[src/rtl/opshift_pkg.sv]
package opshift_pkg;

    typedef enum logic [2:0] {
        SK_LSL = 3'd0,
        SK_LSR = 3'd1,
        SK_ASR = 3'd2,
        SK_ROR = 3'd3,
        SK_RRX = 3'd4
    } shift_kind_e;

    typedef enum logic [1:0] {
        CNT_NONE,
        CNT_PART,
        CNT_FULL,
        CNT_OVER
    } cnt_class_e;

    typedef enum logic {
        ST_IDLE,
        ST_HOLD
    } out_state_e;

endpackage

[src/rtl/opshift_count_class.sv]
module opshift_count_class
    import opshift_pkg::*;
#(
    parameter int DATA_W = 32,
    parameter int CNT_W  = 8,
    localparam int IDX_W = $clog2(DATA_W)
) (
    input  logic [CNT_W-1:0] cnt,
    output cnt_class_e       cls,
    output logic [IDX_W-1:0] cnt_mod
);

    localparam logic [CNT_W-1:0] FULL_CNT = CNT_W'(DATA_W);

    always_comb begin
        if (cnt == '0)
            cls = CNT_NONE;
        else if (cnt < FULL_CNT)
            cls = CNT_PART;
        else if (cnt == FULL_CNT)
            cls = CNT_FULL;
        else
            cls = CNT_OVER;
    end

    assign cnt_mod = cnt[IDX_W-1:0];

endmodule

[src/rtl/opshift_core.sv]
module opshift_core
    import opshift_pkg::*;
#(
    parameter int DATA_W = 32,
    localparam int IDX_W = $clog2(DATA_W)
) (
    input  logic [2:0]        kind,
    input  logic [DATA_W-1:0] opnd,
    input  logic              cin,
    input  cnt_class_e        cls,
    input  logic [IDX_W-1:0]  cnt_mod,
    output logic [DATA_W-1:0] res,
    output logic              cout
);

    logic [IDX_W-1:0]    idx_lo;
    logic [IDX_W-1:0]    idx_hi;
    logic [DATA_W-1:0]   asr_v;
    logic [2*DATA_W-1:0] dbl_v;
    logic [DATA_W-1:0]   ror_v;
    logic                sign_b;

    assign idx_lo = cnt_mod - 1'b1;
    assign idx_hi = (~cnt_mod) + 1'b1;
    assign asr_v  = DATA_W'($signed(opnd) >>> cnt_mod);
    assign dbl_v  = {opnd, opnd} >> cnt_mod;
    assign ror_v  = dbl_v[DATA_W-1:0];
    assign sign_b = opnd[DATA_W-1];

    always_comb begin
        res  = opnd;
        cout = cin;
        case (kind)
            SK_LSL: begin
                unique case (cls)
                    CNT_NONE: ;
                    CNT_PART: begin res = opnd << cnt_mod; cout = opnd[idx_hi]; end
                    CNT_FULL: begin res = '0; cout = opnd[0]; end
                    CNT_OVER: begin res = '0; cout = 1'b0; end
                endcase
            end
            SK_LSR: begin
                unique case (cls)
                    CNT_NONE: ;
                    CNT_PART: begin res = opnd >> cnt_mod; cout = opnd[idx_lo]; end
                    CNT_FULL: begin res = '0; cout = sign_b; end
                    CNT_OVER: begin res = '0; cout = 1'b0; end
                endcase
            end
            SK_ASR: begin
                unique case (cls)
                    CNT_NONE: ;
                    CNT_PART: begin res = asr_v; cout = opnd[idx_lo]; end
                    CNT_FULL,
                    CNT_OVER: begin res = {DATA_W{sign_b}}; cout = sign_b; end
                endcase
            end
            SK_ROR: begin
                if (cls != CNT_NONE) begin
                    res  = ror_v;
                    cout = ror_v[DATA_W-1];
                end
            end
            SK_RRX: begin
                res  = {cin, opnd[DATA_W-1:1]};
                cout = opnd[0];
            end
            default: ;
        endcase
    end

endmodule

[src/rtl/opshift_top.sv]
module opshift_top
    import opshift_pkg::*;
#(
    parameter int DATA_W   = 32,
    parameter int AMT_IN_W = 32,
    parameter int CNT_W    = 8,
    localparam int IDX_W   = $clog2(DATA_W)
) (
    input  logic                clk,
    input  logic                rst_n,
    input  logic                in_valid,
    input  logic [DATA_W-1:0]   operand,
    input  logic [2:0]          kind,
    input  logic [AMT_IN_W-1:0] amount,
    input  logic                carry_in,
    output logic                out_valid,
    output logic [DATA_W-1:0]   result,
    output logic                carry_out
);

    logic [CNT_W-1:0]  cnt;
    logic              amt_unused_bits;
    cnt_class_e        cls;
    logic [IDX_W-1:0]  cnt_mod;
    logic [DATA_W-1:0] res_c;
    logic              cout_c;
    out_state_e        state_q, state_d;

    assign cnt             = amount[CNT_W-1:0];
    assign amt_unused_bits = ^amount[AMT_IN_W-1:CNT_W];

    opshift_count_class #(.DATA_W(DATA_W), .CNT_W(CNT_W)) u_class (
        .cnt     (cnt),
        .cls     (cls),
        .cnt_mod (cnt_mod)
    );

    opshift_core #(.DATA_W(DATA_W)) u_core (
        .kind    (kind),
        .opnd    (operand),
        .cin     (carry_in),
        .cls     (cls),
        .cnt_mod (cnt_mod),
        .res     (res_c),
        .cout    (cout_c)
    );

    always_comb begin
        unique case (state_q)
            ST_IDLE: state_d = in_valid ? ST_HOLD : ST_IDLE;
            ST_HOLD: state_d = in_valid ? ST_HOLD : ST_IDLE;
        endcase
    end

    always_ff @(posedge clk or negedge rst_n) begin
        if (!rst_n)
            state_q <= ST_IDLE;
        else
            state_q <= state_d;
    end

    always_ff @(posedge clk or negedge rst_n) begin
        if (!rst_n) begin
            result    <= '0;
            carry_out <= 1'b0;
        end else if (in_valid) begin
            result    <= res_c;
            carry_out <= cout_c;
        end
    end

    assign out_valid = (state_q == ST_HOLD);

    AST_VALID_FOLLOWS: assert property (@(posedge clk) disable iff (!rst_n)
        in_valid |=> out_valid);
    AST_VALID_DROPS: assert property (@(posedge clk) disable iff (!rst_n)
        !in_valid |=> !out_valid);
    AST_ZERO_COUNT_KEEP: assert property (@(posedge clk) disable iff (!rst_n)
        (in_valid && cnt == '0 && kind != SK_RRX) |=>
        (result == $past(operand) && carry_out == $past(carry_in)));
    AST_LOGICAL_OVER: assert property (@(posedge clk) disable iff (!rst_n)
        (in_valid && (kind == SK_LSL || kind == SK_LSR) && cnt > CNT_W'(DATA_W)) |=>
        (result == '0 && !carry_out));
    AST_ARITH_OVER: assert property (@(posedge clk) disable iff (!rst_n)
        (in_valid && kind == SK_ASR && cnt > CNT_W'(DATA_W)) |=>
        (result == {DATA_W{$past(operand[DATA_W-1])}} &&
         carry_out == $past(operand[DATA_W-1])));
    AST_RRX_FORM: assert property (@(posedge clk) disable iff (!rst_n)
        (in_valid && kind == SK_RRX) |=>
        (result == {$past(carry_in), $past(operand[DATA_W-1:1])} &&
         carry_out == $past(operand[0])));

endmodule

[config.mk]
export PLATFORM = sky130hd
export DESIGN_NAME = opshift_top
export DESIGN_NICKNAME = d
export VERILOG_FILES = /design/src/rtl/opshift_pkg.sv /design/src/rtl/opshift_count_class.sv /design/src/rtl/opshift_core.sv /design/src/rtl/opshift_top.sv
export SDC_FILE = /design/constraint.sdc
export NUM_CORES = 1
export LEC_CHECK = 0
export BUFFER_PORTS_ARGS = -buffer_cell sky130_fd_sc_hd__clkbuf_2
export CAP_MARGIN = 20
export CORE_MARGIN = 2
export CORE_UTILIZATION = 45
export CTS_CLUSTER_DIAMETER = 120
export CTS_CLUSTER_SIZE = 24
export DETAILED_ROUTE_END_ITERATION = 16
export PLACE_DENSITY_LB_ADDON = 0.1
export SLEW_MARGIN = 30
export SYNTH_ARGS = -nofsm -noshare
export SYNTH_HDL_FRONTEND = slang
export SYNTH_HIERARCHICAL = 1
export SYNTH_SLANG_ARGS = --single-unit
[constraint.sdc]
create_clock -name clk -period 2.13 [get_ports clk]
set_input_delay 0.1065 -clock clk [delete_from_list [all_inputs] [get_ports clk]]
set_output_delay 0.1065 -clock clk [all_outputs]
set_load 0.02 [all_outputs]
# Word level (Yosys, flattened, before mapping)
# Cells that the tools add are included.
dict set report op_classes {
  addsub 2
  n_lt_le_gt_ge 3
  n_eq_ne 8
  n_shift 4
  mux 18
  bitwise_logic 1
  reduce_logical 4
}
# op n
set op_table {}
lappend op_table {{$pmux W32 S2} 3}
lappend op_table {{$pmux W32 S5} 1}
lappend op_table {{$shr A64 B5 Y32} 1}
lappend op_table {{$mux W32} 1}
lappend op_table {{$shl A32 B5 Y32} 1}
lappend op_table {{$shr A32 B5 Y32} 1}
lappend op_table {{$sshr A32 B5 Y32} 1}
lappend op_table {{$lt A5 B6 Y1 const B} 2}
lappend op_table {{$bmux W1 S5} 2}
lappend op_table {{$eq A8 B6 Y1 const B} 1}
lappend op_table {{$logic_not A8 Y1} 1}
lappend op_table {{$lt A8 B6 Y1 const B} 1}
lappend op_table {{$eq A3 B2 Y1 const B} 2}
lappend op_table {{$pmux W1 S3} 2}
lappend op_table {{$add A5 B1 Y5 const B} 1}
lappend op_table {{$mux W1} 5}
lappend op_table {{$not A5 Y5} 1}
lappend op_table {{$pmux W1 S5} 1}
lappend op_table {{$sub A5 B1 Y5 const B} 1}
lappend op_table {{$eq A2 B2 Y1 const B} 2}
lappend op_table {{$mux W2} 2}
lappend op_table {{$eq A3 B1 Y1 const B} 1}
lappend op_table {{$eq A3 B3 Y1 const B} 1}
lappend op_table {{$logic_not A3 Y1} 1}
lappend op_table {{4 further kinds} 4}
dict set report totals {
  ff_bits 34
  inputBits 71
  output_inout_bits 34
  wordCells 43
}

# Depth between registers and ports, before layout
# Gate-level depths: netlist (run 1).
dict set report logic_depth {
  depth_word 8
  mapped_depth 16
  mapped_depth_nobuf 10
}

# Modules after synthesis
# The synthesis (run 1) kept the hierarchy.
# mod n_inst cells_each area_each_um2 seq_area_each_um2
set by_module_without_submodules {}
lappend by_module_without_submodules {opshift_core 1 1018 7467.2 0.0}
lappend by_module_without_submodules {opshift_top 1 71 1406.3 850.8}
lappend by_module_without_submodules {opshift_count_class 1 9 58.8 0.0}

# Worst setup path after synthesis (run 1)
# OpenSTA, ideal clock, no wires.
dict set report synth_path {
  path_kind {in2reg}
  start {input port amount[1]}
  end {register carry_out}
  setup_ps 125
  arrival_time_ps 3346
  t_required_ps 2005
  slack_ps -1341
  stages 16
  n_path_buf 7
  cell_sequence {buf_4 buf_4 buf_4 buf_6 buf_4 inv_1 ha_1 buf_1 clkbuf_1 mux4_2 mux4_2 mux2i_1 nor3_1 a211oi_1 o32ai_1 mux2_2}
}
dict set report synth_via {
  elab_chain_len 8
  word_cells_on_any_way 24
  cone_classes {add/sub (2); order compare (1); eq/ne (4); shift (1); mux (12); bitwise (1); reduce/logical (3)}
}
# item line
set synth_lines {}
lappend synth_lines {{from (decl)} opshift_top.sv:14} ;# input logic [AMT_IN_W-1:0] amount,
lappend synth_lines {{parallel branches: the longest is 7 deep, another holds $add A5 B1 Y5} -}
lappend synth_lines {{$pmux W1 S5 (*)} opshift_core.sv:33} ;# case (kind)
lappend synth_lines {{via cout_c} opshift_top.sv:26} ;# logic cout_c;
lappend synth_lines {{to (signal assigned)} opshift_top.sv:68} ;# carry_out <= cout_c;
lappend synth_lines {{to (decl)} opshift_top.sv:18} ;# output logic carry_out
# Mark *: on every way through the listed nets, which the timed path passes. The select of a mux whose other input is x is not followed.
# A chain may end at the register's enable or synchronous reset.

# Worst setup path in the final report (run 1)
dict set report layout_path {
  start {input port amount[0]}
  end {register result[17]}
}
dict set report layout_via {
  elab_chain_len 8
  word_cells_on_any_way 20
  cone_classes {order compare (1); eq/ne (4); shift (4); mux (8); reduce/logical (3)}
}
# item line
set layout_lines {}
lappend layout_lines {{parallel branches: the longest is 7 deep, another holds $lt A8 B6 Y1} -}
lappend layout_lines {{$pmux W32 S5 (*)} opshift_core.sv:33}
lappend layout_lines {{via res_c[17]} opshift_top.sv:25} ;# logic [DATA_W-1:0] res_c;
lappend layout_lines {{to (signal assigned)} opshift_top.sv:67} ;# result <= res_c;
lappend layout_lines {{to (decl)} opshift_top.sv:17} ;# output logic [DATA_W-1:0] result,
# Mark *: on every way through the listed nets, which the timed path passes.

==> results.json, run 1 <==
{
  "via_per_inst": 7.24,
  "dieHeight_um": 145,
  "gp_congestion": 1.12,
  "design_area_sq_um": 14500,
  "antenna_found_initial": 1,
  "cp-end-kind": "register",
  "pre_cts_slack_ns": -0.901,
  "layout_setup_ws_ns": -0.398,
  "path_clk_slew_ns": 0.06,
  "ys_seq_area_share_pct": 9.53,
  "p_leak_nw": 6.16,
  "gr-usage-met3_pct": 17.4,
  "routed_wl_um": 57600,
  "synth_xor_xnor_area_share_pct": 0.574,
  "violations": "setup timing",
  "relSlewSlack_pct": 43.5,
  "synth_top_area_share_pct": 20.4,
  "hold_viol": 0,
  "multi_input_area_sq_um": 8440,
  "critPathCapture": "result[17]",
  "startpoint": "amount[0]",
  "async_reset_ff_share_pct": 100,
  "synth.area.top_cells": "mux4_2 20%, dfrtp_1 9.5%, mux2i_1 7.2%",
  "fillers": 1428,
  "num-nets-final": 1573,
  "setup-violations-final": 33,
  "ys.flop_type": "dfrtp_1",
  "synth.distinct_cells": 81,
  "r2r_cells": 1,
  "num_vias": 12800,
  "r2r_slack_ns": 1.28,
  "grt_pass1_wl_um": 76800,
  "syn-num-nets": 1171,
  "yosysTopAreaCell": "mux4_2",
  "ir_worst_vdd_mv": 0.271,
  "dieWidth_um": 145,
  "critPathLaunchType": "input port",
  "synthMuxAreaShare_pct": 39.3,
  "syn-cell-area_sq_um": 8930,
  "timing.max_cap.violations": 0,
  "cp.arrival_ns": 2.76,
  "finalCriticalPeriod_ns": 2.53,
  "powerDensity_nw_per_um2": 390,
  "synth_fa_ha_area_share_pct": 0.280,
  "clk_latency_ns": 0.29,
  "diodes": 0,
  "numCtsBuffers": 5,
  "fin_crit_sh_pct": 119,
  "path_max_fanout": 37,
  "placed_area_sq_um": 12100,
  "cts_max_level": 2,
  "antenna_left": 0,
  "drc": 0,
  "ys_ff_latch": 34,
  "avgRoutedWirePerCell_um": 32.6,
  "tightest_slew_ns": 0.848,
  "ios": 105,
  "first_pass_iters": 9,
  "core_area_sq_um": 19500,
  "status": "complete, but fails checks",
  "drive_gt1_share_pct": 59.7,
  "synth_compound_area_share_pct": 25.3,
  "grt_max_degree": 51,
  "drv_slew": 0,
  "drt_iter0_drc": 2286,
  "timing.rr.start": "result[2]",
  "clock_skew_ns": 0,
  "synth_top_family_by_area": "multiplexers",
  "synth-simple-area-share_pct": 16.7,
  "start_util_pct": 45.9,
  "grt_busiest_layer": "met2",
  "dp.final_hpwl_um": 39800,
  "track_usage_pct": 51.0,
  "synth_edf_count": 0,
  "rows": 51,
  "ff_latch_area_sq_um": 851,
  "grt_pass1_vias": 11600,
  "required_ns": 2.36,
  "portBuffers": 80,
  "crit_type": "in -> reg",
  "clock_sinks": 34,
  "grt_util_met2_pct": 74.7,
  "syn_avg_cell_area_sq_um": 8.14,
  "netlist_instances": 1098,
  "clockRootBuffer": "clkbuf_16",
  "clk_path_buf_depth": 2,
  "cts_tree": "built",
  "met1_usage_pct": 64.3,
  "yosys_warnings": 6,
  "rsz0062_at_grt": "yes",
  "r2r_end": "result[2]",
  "overflow": 0,
  "fp.dieArea_sq_um": 21000,
  "max_freq_ghz": 0.396,
  "hp-class": "in -> reg",
  "synthToLayoutAreaGrowth_pct": 62.3
}
## flip-flops by register name, indices dropped and copies added, names as in the netlist
register and cells:
carry_out 1, out_valid 1, result 32
## metal layers
| metal | vias to the layer above | wire (um) |
|---|---|---|
| li1 | 5026 | - |
| met1 | 5992 | 19500 |
| met2 | 1325 | 23200 |
| met3 | 451 | 9220 |
| met4 | 0 | 5670 |
| met5 | - | 0 |
## layout make-up
type                    count  area share (%)
inverters                  12           0.406
clock inverters             3           0.276
repair buffers            536            32.1
multi-input cells         911            58.2
well taps                 265            2.29
clock buffers               5           0.863
flip-flops and latches     34            5.87
## power breakdown
part / internal, mW / switching, mW / total [mW]
Sequential: 0.744 / 0.0803 / 0.824
Combinational: 1.84 / 2.13 / 3.96
Clock: 0.548 / 0.313 / 0.861
Total: 3.13 / 2.52 / 5.65
## placed cells by master, fill, tap and decap left out, types with 28 or more instances in the layout
| cell | instances |
|---|---|
| buf_4 | 366 |
| mux4_2 | 81 |
| mux2i_1 | 42 |
| dfrtp_1 | 34 |
| a21oi_1 | 49 |
| nand2_1 | 92 |
| buf_12 | 28 |
| o21ai_0 | 37 |
| mux2_2 | 30 |
| buf_6 | 45 |
| clkbuf_2 | 70 |
| mux2_4 | 45 |
| nor2_1 | 113 |
## cell usage after synthesis, drive strengths merged, types with 7 or more instances
cell type and number:
a211oi 16, a21oi 72, a22oi 11, a31oi 27
a32oi 11, and2 9, buf 60, clkbuf 81
dfrtp 34, inv 12, mux2 80, mux2i 65
mux4 81, nand2 107, nand2b 9, nand3 19
nor2 140, nor3 24, o211ai 12, o21a 8
o21ai 73, o22ai 14, o31ai 7, o32a 8
or2 8
## worst max-delay path, cell delays in order
cell,delay [ns]
buf_12,0.12
buf_12,0.15
inv_8,0.06
buf_12,0.25
mux4_2,0.70
a21oi_2,0.64
a221oi_2,0.17
o2bb2ai_1,0.17
a31oi_1,0.19
mux2_4,0.17
## worst min path at each step
stage | start | end | depth (start not counted)
after floorplan | rst_n | carry_out | 0
after global placement | rst_n | result[17] | 1
after detailed placement | rst_n | result[1] | 1
after CTS | in_valid | out_valid | 1
after global routing | in_valid | out_valid | 1
final | in_valid | out_valid | 1
## per-stage QoR
stage	util, %	instances	setup TNS, ns	hold WS, ns	total power [mW]
after floorplan	-	1098	-6.24	-0.189	2.56
after global placement	61.9	1680	-24.71	0.276	3.97
after detailed placement	61.9	1680	-24.83	0.281	4.00
after CTS	67.5	1717	-3.15	0.332	5.10
after global routing	74.5	1766	-7.30	0.315	5.76
final	74.5	1766	-6.70	0.311	5.65
## what timing repair did
item | 4_1_cts | 5_1_grt
hold buffers | 1 | 0
setup buffers | 25 | 48
endpoints found under the hold margin | 34 | 0
gates resized for setup | 151 | 213
cloned | 4 | 4
pin swaps | 45 | 93
endpoints found under the setup margin | 33 | 33
## logic make-up (layout without fill, tap and decap cells)
family	after synthesis	after routing
AND/OR/NAND/NOR	342	342
buffers and inverters	153	556
XOR/XNOR	5	5
flip-flops	34	34
AO/OA/AOI/OAI	336	336
multiplexers	226	226
adder cells (fa/ha/maj)	2	2
(Power assumes the default switching activity.)
==> inputs of run 2 (changes only) <==
--- a/config.mk
+++ b/config.mk
@@ -9,6 +9,7 @@
 export CAP_MARGIN = 20
 export CORE_MARGIN = 2
 export CORE_UTILIZATION = 45
+export CTS_BUF_LIST = sky130_fd_sc_hd__clkbuf_2
 export CTS_CLUSTER_DIAMETER = 120
 export CTS_CLUSTER_SIZE = 24
 export DETAILED_ROUTE_END_ITERATION = 16
==> run 2 against run 1 <==
Against the previous run:
- the run still ends with setup timing left
- design area down 8.5%
- clock power down 46%
- routed wire length down 7.1%
- clock-buffer cell count unchanged
- cell count down 1.8%
- maximum frequency up 15%
- first-iteration DRC count down 16%
- power down 13%
- largest power group unchanged
- highest routed layer unchanged
==> results.json, run 2 (same netlist as run 1, synthesis figures left out) <==
{
  "num-nets-final": 1540,
  "cts_max_level": 2,
  "grt_max_degree": 51,
  "pwr-share-clk_pct": 9.4,
  "slowest_delay_ns": 0.34,
  "path_cells": "buf_12 > buf_16 > clkinvlp_4 > buf_4 > mux2i_1 > o21ai_2 > o211ai_1 > a21oi_1 > a311o_1 > o32a_1 > mux2_4",
  "pre_cts_slack_ns": -0.901,
  "wl_met3_um": 7930,
  "path_buf_inv": 4,
  "grt_pass1_wl_um": 75500,
  "antenna_found_initial": 2,
  "fillers": 1566,
  "largest_register_ffs": 32,
  "required_ns": 2.46,
  "drt-met1-wl_um": 18900,
  "top_register": "result",
  "powerDensity_nw_per_um2": 372,
  "ios": 105,
  "layout_setup_ws_ns": -0.0689,
  "final_common_cell": "buf_4",
  "status": "complete, but fails checks",
  "portBuffers": 80,
  "ff_latch_area_sq_um": 851,
  "core_area_sq_um": 19500,
  "start_util_pct": 45.9,
  "comb_power_share_pct": 74.0,
  "path_clk_slew_ns": 0.19,
  "dp.final_hpwl_um": 39800,
  "track_usage_pct": 49.9,
  "num_vias": 12200,
  "timing.max_cap.violations": 0,
  "dieHeight_um": 145,
  "numCtsBuffers": 5,
  "path_max_fanout": 24,
  "seqPwrFrac_pct": 16.7,
  "drive_gt1_share_pct": 52.9,
  "p_int_mw": 2.64,
  "post-route-util_pct": 68.1,
  "crit_family": "compound AO/OA/AOI/OAI gates",
  "tightest_slew_ns": 0.841,
  "routed.top_layer": "met4",
  "critPathLaunchType": "input port",
  "rsz0062_at_grt": "yes",
  "relSlewSlack_pct": 44.0,
  "finalCriticalPeriod_ns": 2.20,
  "crit_type": "in -> reg",
  "violations": "setup timing",
  "antenna_left": 0,
  "ir_worst_vdd_mv": 0.251,
  "clk_latency_ns": 0.43,
  "drv_slew": 0,
  "dieWidth_um": 145,
  "fin_crit_sh_pct": 103,
  "clockRootBuffer": "clkbuf_2",
  "final_cell_mix": "376 x buf_4, 123 x nor2_1, 103 x nand2_1",
  "cts_tree": "built",
  "clock_skew_ns": 0,
  "via_per_inst": 7.05,
  "hp-class": "in -> reg",
  "drt_iter0_drc": 1915,
  "rows": 51,
  "clock_sinks": 34,
  "gp_congestion": 1.12,
  "wl_met2_um": 22300,
  "max_freq_ghz": 0.455,
  "switching_share_pct": 46.5,
  "cp-end-kind": "register",
  "first_pass_iters": 7,
  "overflow": 0,
  "crit_slowest_cell": "o211ai_1",
  "routed_wl_um": 53500,
  "avgRoutedWirePerCell_um": 30.8,
  "synthToLayoutAreaGrowth_pct": 48.5,
  "clk_path_buf_depth": 2,
  "multi_input_area_sq_um": 7910,
  "hold_slack_ns": 0.148,
  "hold_viol": 0,
  "setup-violations-final": 13,
  "finalPower_mw": 4.93,
  "cp.arrival_ns": 2.53,
  "power_switching_mw": 2.29,
  "drc": 0,
  "p_leak_nw": 5.70,
  "grt_pass1_vias": 11500,
  "fp.dieArea_sq_um": 21000
}
[run 2: worst paths after layout]
kind / to / slack [ns] / cells after the start / startpoint
min in group asynchronous: result[30] / 0.27 / 2 / rst_n
worst max-delay path: result[9] / -0.07 / 11 / amount[2]
worst min-delay path: out_valid / 0.15 / 1 / in_valid
max in group asynchronous: result[21] / 1.30 / 2 / rst_n
worst min register to register: result[13] / 0.54 / 1 / result[13]
worst max register to register: result[23] / 1.27 / 1 / result[23]
[run 2: metrics by stage]
step | instances | instance area (sq um) | TNS [ns]
after floorplan | 1098 | 9150 | -6.24
after global placement | 1680 | 12100 | -24.71
after detailed placement | 1680 | 12100 | -24.83
after CTS | 1715 | 12600 | -0.148
after global routing | 1734 | 13300 | -0.534
final | 1735 | 13300 | -0.373
[run 2: final cells by class]
| type | count | area share (%) |
|---|---|---|
| clock buffer | 5 | 0.189 |
| clock inverter | 3 | 0.302 |
| tap | 265 | 2.50 |
| antenna | 2 | 0.0377 |
| multi-input combinational | 911 | 59.6 |
| timing repair buffer | 503 | 30.5 |
| sequential | 34 | 6.42 |
| inverter | 12 | 0.406 |
[run 2: what timing repair did]
action                     CTS  global route
hold endpoints to repair    34             0
pin swaps                   24            40
cloned                       3             1
resized for setup           63           105
buffers inserted            23            17
hold buffers                 1             0
setup endpoints to repair   33            32
[run 2: power by group through the flow]
stage	clock [mW]	combinational, mW	sequential (mW)
after floorplan	0	1.63	0.926
after global placement	0	3.14	0.827
after detailed placement	0	3.17	0.831
after CTS	0.461	3.32	0.820
after global routing	0.493	3.75	0.834
final	0.461	3.65	0.822
[run 2: per-layer routing]
layer,GRT usage (%),vias up
li1,-,4962
met4,30.9,0
met1,63.5,5800
met2,72.7,1174
met5,0,-
met3,17.0,300
==> inputs of run 3 (changes only) <==
--- a/config.mk
+++ b/config.mk
@@ -5,6 +5,7 @@
 export SDC_FILE = /design/constraint.sdc
 export NUM_CORES = 1
 export LEC_CHECK = 0
+export ABC_AREA = 1
 export BUFFER_PORTS_ARGS = -buffer_cell sky130_fd_sc_hd__clkbuf_2
 export CAP_MARGIN = 20
 export CORE_MARGIN = 2
==> run 3 against run 2 <==
Against the previous run:
- the run now ends clean
- first-iteration DRC count grew 20%
- synthesized cell count grew 49%
- global-route usage shrank 2.9 points
- clock-buffer cell count is the same
- critical endpoint unchanged
- worst hold slack lost 0.053 ns
- largest cell class unchanged
- design area shrank 22%
- critical path type unchanged
- sequential cell count is the same
==> results.json, run 3 <==
{
  "synth_top_area_share_pct": 26.1,
  "overflow": 0,
  "hold_path_depth": 5,
  "track_usage_pct": 47.1,
  "synth_most_common_cell": "nand2_1",
  "ys_ff_latch": 34,
  "synth.area.top_cells": "nand2_1 26%, nand3_1 26%, dfrtp_1 10%",
  "avgRoutedWirePerCell_um": 23.1,
  "grt_max_degree": 63,
  "dieHeight_um": 140,
  "grt_pass1_wl_um": 70400,
  "yosysTopAreaCell": "nand2_1",
  "first_pass_iters": 7,
  "synth_compound_area_share_pct": 14.1,
  "required_ns": 2.48,
  "largest_register_ffs": 32,
  "multi_input_area_sq_um": 6550,
  "clk_path_buf_depth": 2,
  "timing.rr.start": "result[14]",
  "synth_top_family_by_area": "simple AND/OR/NAND/NOR gates",
  "clk_latency_ns": 0.42,
  "cts_tree": "built",
  "p_leak_nw": 5.56,
  "placed_area_sq_um": 10200,
  "num-nets-final": 1899,
  "crit_family": "simple AND/OR/NAND/NOR gates",
  "relSlewSlack_pct": 44.3,
  "clock_skew_ns": 0,
  "finalCriticalPeriod_ns": 1.97,
  "slowest_delay_ns": 0.30,
  "synth_fa_ha_area_share_pct": 0.299,
  "fillers": 1973,
  "cp.arrival_ns": 2.32,
  "r2r_end": "result[14]",
  "instances_no_fill": 2057,
  "cpMostUsedCell": "nand2_1",
  "routed_wl_um": 47600,
  "antenna_found_initial": 1,
  "numCtsBuffers": 5,
  "synth_xor_xnor_area_share_pct": 0.418,
  "clockRootBuffer": "clkbuf_2",
  "ys_seq_area_share_pct": 10.1,
  "crit_type": "in -> reg",
  "syn_avg_cell_area_sq_um": 5.11,
  "antenna_left": 0,
  "status": "completed",
  "tightest_slew_ns": 0.835,
  "rows": 49,
  "hold_start": "carry_in",
  "async_reset_ff_share_pct": 100,
  "synth_common_cells": "583 x nand2_1, 431 x nand3_1, 107 x nor2_1, 78 x inv_1, 57 x buf_2",
  "synth-simple-area-share_pct": 63.2,
  "final_cell_mix": "583 x nand2_1, 431 x nand3_1, 193 x buf_4",
  "dp_cells": 2047,
  "post-route-util_pct": 56.7,
  "top_register": "result",
  "synth.distinct_cells": 40,
  "ios": 105,
  "design_area_sq_um": 10300,
  "layout_setup_ws_ns": 0.157,
  "synthMuxAreaShare_pct": 0,
  "hold_viol": 0,
  "clock_sinks": 34,
  "dieWidth_um": 140,
  "syn-cell-area_sq_um": 8380,
  "path_max_fanout": 14,
  "ff_latch_area_sq_um": 851,
  "hp-class": "in -> reg",
  "drc": 0,
  "dp.final_hpwl_um": 37000,
  "cts_resized": 0,
  "ir_worst_vdd_mv": 0.371,
  "finalPower_mw": 3.68,
  "fin_crit_sh_pct": 92.6,
  "rsz0062_at_grt": "no",
  "netlist_instances": 1641,
  "critPathLaunchType": "input port",
  "grt_pass1_vias": 11600,
  "final_common_cell": "nand2_1",
  "drt_iter0_drc": 2293,
  "setup_tns_ns": 0,
  "path_buf_inv": 4,
  "drive_gt1_share_pct": 20.8,
  "holdPathEnd": "carry_out",
  "pre_cts_slack_ns": -0.240,
  "syn-num-nets": 1714,
  "core_area_sq_um": 18100,
  "num_vias": 12900,
  "path_clk_slew_ns": 0.21,
  "fp.dieArea_sq_um": 19700,
  "r2r_slack_ns": 1.40,
  "setup-violations-final": 0,
  "cts_max_level": 2,
  "path_cells": "clkbuf_2 > inv_1 > nand2_1 > or2_1 > inv_1 > nand2_1 > nor2_4 > buf_4 > nand3_1 > nand3_1 > nand2_1 > nand2_1 > nor2_1 > a21oi_1 > nand2_1 > nand2_1",
  "yosys_warnings": 6,
  "r2r_cells": 2,
  "start_util_pct": 46.2,
  "ys.flop_type": "dfrtp_1",
  "max_freq_ghz": 0.507,
  "hold_slack_ns": 0.0948,
  "crit_slowest_cell": "buf_4",
  "timing.max_cap.violations": 0,
  "drv_slew": 0,
  "gp_congestion": 1.07,
  "via_per_inst": 6.27,
  "portBuffers": 80,
  "synthToLayoutAreaGrowth_pct": 22.8,
  "cp-end-kind": "register",
  "synth_edf_count": 0,
  "powerDensity_nw_per_um2": 357
}
-- run 3: cell types whose count changed after synthesis, sizes merged, moves of 58 or more --
cell,before,now
nand3,19,437
clkbuf,81,23
mux2,80,0
mux2i,65,0
nand2,107,634
mux4,81,0
inv,12,85
-- run 3: timing repair --
| item | 4_1_cts | 5_1_grt |
|---|---|---|
| buffers inserted | 0 | 0 |
| hold buffers | 1 | 0 |
| hold endpoints to repair | 34 | 0 |
-- run 3: worst reg2reg max path, cell delays in order (launching register included) --
cell     delay (ns)
dfrtp_1        0.51
nand2_1        0.11
nand2_1        0.05
-- run 3: cells by family after synthesis --
group                      after synthesis
and+or+nand+nor                       1198
buffers and inverters                  200
adders and majority gates                2
xor gates and xnor gates                 4
DFF                                     34
AOI/OAI and AO/OA                      203
-- run 3: report_power, final --
part,internal (mW),leakage [nW],switching [mW],total [mW]
clock network,0.0747,0.0264,0.272,0.346
logic,0.857,5.11,1.70,2.55
registers,0.724,0.420,0.0535,0.778
total,1.66,5.56,2.02,3.68
-- run 3: area by class of cell --
class                           instances  share of cell area [%]
Tap cell                              229                    2.78
Clock inverter                          3                   0.158
Timing Repair Buffer                  292                    21.6
Inverter                               86                    3.28
Antenna cell                            1                  0.0243
Sequential cell                        34                    8.27
Multi-Input combinational cell       1407                    63.7
Clock buffer                            5                   0.243
-- run 3: worst max path at each step --
| stage | from | end | slack (ns) | cells past startpoint |
|---|---|---|---|---|
| after floorplan | amount[0] | carry_out | 0.04 | 21 |
| after global placement | amount[6] | result[31] | -0.22 | 17 |
| after detailed placement | amount[6] | result[31] | -0.24 | 17 |
| after CTS | amount[6] | result[0] | 0.21 | 14 |
| after global routing | amount[0] | result[31] | 0.02 | 17 |
| final | amount[6] | result[9] | 0.16 | 16 |
-- run 3: per-layer routing --
metal	track usage (%)	vias to the layer above	wire length [um]	share of wire [%]
li1	-	5862	-	-
met1	60.3	5758	17500	37
met2	69.7	1034	19100	40
met3	12.1	245	6640	14
met4	30.8	2	4310	9.1
met5	2.01	-	49	0.10
